==> src/rtl/isa_win_pkg.sv <==
package isa_win_pkg;

  localparam int unsigned BLK_SHIFT = 17;  // 128 KB granularity
  localparam int unsigned LA_W      = 7;   // address bits 23:17

  function automatic logic blk_in_window(input logic [LA_W-1:0] blk,
                                         input int unsigned base,
                                         input int unsigned nblk);
    int unsigned v;
    v = int'(blk);
    return (v >= base) && (v < base + nblk);
  endfunction

endpackage

==> src/rtl/isa_rst_sync.sv <==
module isa_rst_sync (
  input  logic clk,
  input  logic rst_n,
  output logic rst_sync_n
);
  logic stage1_q;
  logic stage2_q;

  always_ff @(posedge clk or negedge rst_n) begin
    if (!rst_n) begin
      stage1_q <= 1'b0;
      stage2_q <= 1'b0;
    end else begin
      stage1_q <= 1'b1;
      stage2_q <= stage1_q;
    end
  end

  assign rst_sync_n = stage2_q;
endmodule

==> src/rtl/isa_la_decode.sv <==
module isa_la_decode
  import isa_win_pkg::*;
#(
  parameter int unsigned BASE_BLK   = 6,
  parameter int unsigned WIN_BLOCKS = 2,
  parameter int unsigned BLK_W      = 1
) (
  input  logic [LA_W-1:0]  la,
  output logic             hit,
  output logic [BLK_W-1:0] blk_idx
);
  logic [LA_W:0] diff;

  always_comb begin
    hit     = blk_in_window(la, BASE_BLK, WIN_BLOCKS);
    diff    = {1'b0, la} - (LA_W+1)'(BASE_BLK);
    blk_idx = diff[BLK_W-1:0];
  end
endmodule

==> src/rtl/isa_cycle_latch.sv <==
module isa_cycle_latch
  import isa_win_pkg::*;
#(
  parameter int unsigned BLK_W = 1,
  localparam int unsigned LOC_W = BLK_W + BLK_SHIFT
) (
  input  logic                 clk,
  input  logic                 rst_sync_n,
  input  logic                 bale,
  input  logic                 hit_live,
  input  logic [BLK_W-1:0]     blk_idx,
  input  logic [BLK_SHIFT-1:0] sa_low,
  output logic                 hit_q,
  output logic [LOC_W-1:0]     loc_q
);
  logic             hit_d;
  logic [LOC_W-1:0] loc_d;
  logic             cap_en;

  assign cap_en = bale;

  always_comb begin
    hit_d = hit_q;
    loc_d = loc_q;
    if (cap_en) begin
      hit_d = hit_live;
      loc_d = {blk_idx, sa_low};
    end
  end

  always_ff @(posedge clk or negedge rst_sync_n) begin
    if (!rst_sync_n) begin
      hit_q <= 1'b0;
      loc_q <= '0;
    end else begin
      hit_q <= hit_d;
      loc_q <= loc_d;
    end
  end

  // Recorded state holds while the strobe is low
  assert_hold_when_low_R4: assert property (@(posedge clk) disable iff (!rst_sync_n)
    !bale |=> ($stable(hit_q) && $stable(loc_q)));

  // A new hit can only appear after a strobe-high edge
  assert_hit_needs_strobe_R4: assert property (@(posedge clk) disable iff (!rst_sync_n)
    $rose(hit_q) |-> $past(bale));
endmodule

==> src/rtl/isa_mem16_window.sv <==
module isa_mem16_window
  import isa_win_pkg::*;
#(
  parameter int unsigned BASE_BLK   = 6,
  parameter int unsigned WIN_BLOCKS = 2,
  parameter bit          IS16       = 1'b1,
  localparam int unsigned BLK_W = (WIN_BLOCKS > 1) ? $clog2(WIN_BLOCKS) : 1,
  localparam int unsigned LOC_W = BLK_W + BLK_SHIFT
) (
  input  logic             clk,
  input  logic             rst_n,
  input  logic             bale,
  input  logic [LA_W-1:0]  la,
  input  logic [19:0]      sa,
  input  logic             memr_n,
  input  logic             memw_n,
  output logic             memcs16_n,
  output logic             win_hit,
  output logic [LOC_W-1:0] loc_addr,
  output logic             arr_rd_en,
  output logic             arr_wr_en
);
  logic             rst_sync_n;
  logic             hit_live;
  logic [BLK_W-1:0] blk_idx;
  logic             hit_q;
  logic             sel_hit;
  logic             cs_drive;
  logic [2:0]       sa_hi_unused;

  assign sa_hi_unused = sa[19:BLK_SHIFT];

  isa_rst_sync u_rst_sync (
    .clk        (clk),
    .rst_n      (rst_n),
    .rst_sync_n (rst_sync_n)
  );

  isa_la_decode #(
    .BASE_BLK   (BASE_BLK),
    .WIN_BLOCKS (WIN_BLOCKS),
    .BLK_W      (BLK_W)
  ) u_decode (
    .la      (la),
    .hit     (hit_live),
    .blk_idx (blk_idx)
  );

  isa_cycle_latch #(
    .BLK_W (BLK_W)
  ) u_latch (
    .clk        (clk),
    .rst_sync_n (rst_sync_n),
    .bale       (bale),
    .hit_live   (hit_live),
    .blk_idx    (blk_idx),
    .sa_low     (sa[BLK_SHIFT-1:0]),
    .hit_q      (hit_q),
    .loc_q      (loc_addr)
  );

  // Live decode while the early address is valid, recorded hit afterwards
  assign sel_hit = bale ? hit_live : hit_q;

  generate
    if (IS16) begin : g_wide
      assign cs_drive = sel_hit;
    end else begin : g_narrow
      assign cs_drive = 1'b0;
      assert_never_select_R7: assert property (@(posedge clk) memcs16_n);
    end
  endgenerate

  assign memcs16_n = ~(rst_sync_n & cs_drive);
  assign win_hit   = hit_q;
  assign arr_rd_en = hit_q & ~memr_n;
  assign arr_wr_en = hit_q & ~memw_n;

  // Select frozen across a strobe-low stretch
  assert_cs_frozen_R3: assert property (@(posedge clk) disable iff (!rst_sync_n)
    (!bale && $past(!bale) && $past(rst_sync_n)) |-> $stable(memcs16_n));

  // Array enables only inside a hit cycle
  assert_array_gated_R6: assert property (@(posedge clk) disable iff (!rst_sync_n)
    !win_hit |-> (!arr_rd_en && !arr_wr_en));

  // Reset leaves the card silent
  assert_reset_quiet_R8: assert property (@(posedge clk)
    !rst_sync_n |-> (memcs16_n && !win_hit && (loc_addr == '0)));

  // Select low implies the recorded or live decode hit
  assert_cs_needs_hit_R9: assert property (@(posedge clk) disable iff (!rst_sync_n)
    !memcs16_n |-> (bale || win_hit));
endmodule

==> config.mk <==
export PLATFORM = sky130hd
export DESIGN_NAME = isa_mem16_window
export DESIGN_NICKNAME = d
export VERILOG_FILES = /design/src/rtl/isa_win_pkg.sv /design/src/rtl/isa_rst_sync.sv /design/src/rtl/isa_la_decode.sv /design/src/rtl/isa_cycle_latch.sv /design/src/rtl/isa_mem16_window.sv
export SDC_FILE = /design/constraint.sdc
export NUM_CORES = 1
export LEC_CHECK = 0
export BUFFER_PORTS_ARGS = -buffer_cell sky130_fd_sc_hd__buf_2
export CAP_MARGIN = 20
export CELL_PAD_IN_SITES_DETAIL_PLACEMENT = 0
export CELL_PAD_IN_SITES_GLOBAL_PLACEMENT = 1
export CORE_MARGIN = 8
export CORE_UTILIZATION = 31
export DETAILED_ROUTE_END_ITERATION = 6
export GPL_ROUTABILITY_DRIVEN = 0
export PLACE_DENSITY = 0.76
export SKIP_LAST_GASP = 1
export SLEW_MARGIN = 20
export SYNTH_ARGS = -nofsm -noshare
export SYNTH_HDL_FRONTEND = slang
export SYNTH_SLANG_ARGS = --single-unit
==> constraint.sdc <==
create_clock -name clk -period 1.4 [get_ports clk]
set_input_delay 0.07 -clock clk [delete_from_list [all_inputs] [get_ports clk]]
set_output_delay 0.07 -clock clk [all_outputs]
set_load 0.03 [all_outputs]
==> results.yml <==
clocking:
  path_clk_slew_ns: 0.12
  numCtsBuffers: 3
  clk_path_buf_depth: 2
  clock_sink_count: 21
  cts_tree: "yes"
  clock_latency_ns: 0.30
  cts_setup_buffers: 0
  cts_root_buffer: "clkbuf_4"
  htree_levels: 1
floorplan:
  core_area_mm2: 0.00271
  io_pins: 54
  die_width_um: 68.9
  dieArea_mm2: 0.00474
  rows: 19
  start_util: 0.319
  die_y_um: 68.9
routing:
  vias_per_cell: 4.34
  wl_um: 2110
  ant_nets: 0
  vias: 668
  avgRoutedWirePerCell_um: 13.7
  dr.pass1.iters: 2
  initialDrtViolationCount: 10
  drc: 0
cells_and_area:
  final_core_util: 0.504
  final_cell_mix: "49 x buf_2, 21 x dfrtp_1, 19 x dlygate4sd3_1"
  fillCellCount: 243
  drive_above_1_share: 0.618
  multiInputGateArea_um2: 310
  syn_to_final_growth_pct: 57.8
  final_net_count: 156
  mostFrequentLayoutCell: "buf_2"
  design_area_mm2: 0.00137
  antenna_cells: 0
  regArea_um2: 526
setup_path:
  crit_arrival_ns: 1.24
  crit_required_ns: 1.33
  end_kind: "output pin"
  crit_chain: "and4b_1 -> a22oi_2 -> buf_4"
  critical_path.max_stage_delay_ns: 0.43
  cp_max_fo: 3
  start_kind: "flop"
  critPathKind: "flop to output pin"
  cp_slowest_cell: "dfrtp_1"
yosys:
  synth_fp_nets: 82
  syn_area_um2: 866
  yosysSeqAreaShare: 0.607
  synth.distinct_cells: 12
  yosys_warnings: 0
  ys_seq_elements: 21
  syn_inst: 50
  syn-mean-instance-area_um2: 17.3
placement:
  detailedPlace.worstSlack_ns: 0.348
  dpl_cell_area_mm2: 0.00114
  hpwl_um: 1580
  port_buffers: 50
timing:
  grt_setup_unrepaired: "false"
  fin_crit_ns: 1.31
  finalHoldViolations: 0
  tns_ns: 0
  setup_viol: 0
  post-route-period-util: 0.939
  slew_viol_final: 0
  fmax_ghz: 0.761
  clock_skew_ns: 0.00460
  setup_ws_ns: 0.0852
power:
  powerDensity_mw_per_mm2: 983
  ir_drop_mv: 0.512
  power_leakage_uw: 0.000702
global_route:
  grt_usage: 0.0922
  grt_max_degree: 20
  grt_pass1_vias: 779
  grt_pass1_wl_um: 3330
  grt.overflow.total: 0
  antenna_found_initial: 0
status:
  status: "finished clean"
hold_path:
  hold_path.class: "input port to flop"
run:
  drv_cap: 0
==> worst paths after layout <==
check,to,slack [ns],start,cells past startpoint
max reg2reg,u_latch.hit_q,0.52,u_latch.hit_q,2
min,u_latch.hit_q,0.02,la[1],2
max,memcs16_n,0.09,u_rst_sync.rst_sync_n,3
max in group asynchronous,u_latch.loc_q[11],0.91,u_rst_sync.rst_sync_n,1
min reg2reg,u_latch.loc_q[2],0.30,u_rst_sync.rst_sync_n,1
min in group asynchronous,u_rst_sync.stage1_q,0.06,rst_n,2
==> through the flow <==
stage	power (uW)	hold WS, ns	instances
floorplan	911	-0.226	50
global placement	1010	-0.142	131
detailed placement	1020	-0.140	131
CTS	1370	0.0140	154
global route	1410	0.0255	154
finish	1340	0.0206	154
==> power breakdown <==
part           total [uW]  leakage, uW  switching, uW  internal (uW)
combinational         356     0.000440            189            167
sequential            687     0.000248           26.2            661
clock                 300    0.0000139            191            109
==> cell usage after synthesis, drive strengths merged <==
library cell | n | share of area
a22oi | 1 | 0.0087
a41o | 1 | 0.012
and4b | 1 | 0.012
buf | 2 | 0.036
conb | 1 | 0.0043
dfrtp | 21 | 0.61
inv | 1 | 0.0043
mux2 | 18 | 0.28
nor2b | 3 | 0.022
nor4b | 1 | 0.017
==> state kept, by name, indices dropped and copies added, names as in the netlist <==
register and flops:
u_latch.hit_q 1, u_latch.loc_q 18, u_rst_sync.rst_sync_n 1, u_rst_sync.stage1_q 1
==> what timing repair did <==
item	4_1_cts	5_1_grt
endpoints found under the setup margin	0	1
hold buffers	19	0
gates resized for setup	0	2
hold endpoints to repair	20	0
==> cells by family after synthesis <==
kind of cell,after synthesis,synth area share
AOI/OAI and AO/OA,2,0.0202
buffers and inverters,3,0.0405
and+or+nand+nor,5,0.0506
other,1,0.00433
DFF,21,0.607
muxes,18,0.277
==> critical path: cells and delay by family, from the launching register on <==
family	cells	cell delay, ns
flops	1	0.43
simple gates	1	0.21
buf+inv	1	0.18
compound gates	1	0.12
==> layout make-up <==
type	count	share of cell area
clock buffer	3	0.0165
clock inverter	1	0.00549
inverter	1	0.00275
multi-input combinational	26	0.227
sequential	21	0.385
tap	31	0.0284
timing repair buffer	71	0.335
==> per-layer routing <==
metal / vias up / track usage / share of wire
li1: 319 / - / -
met1: 311 / 0.101 / 0.38
met4: 0 / 0.0376 / 0.0043
met2: 36 / 0.158 / 0.47
met3: 2 / 0.0339 / 0.14
met5: - / 0 / 0
Power figures use the tool's default switching activity.
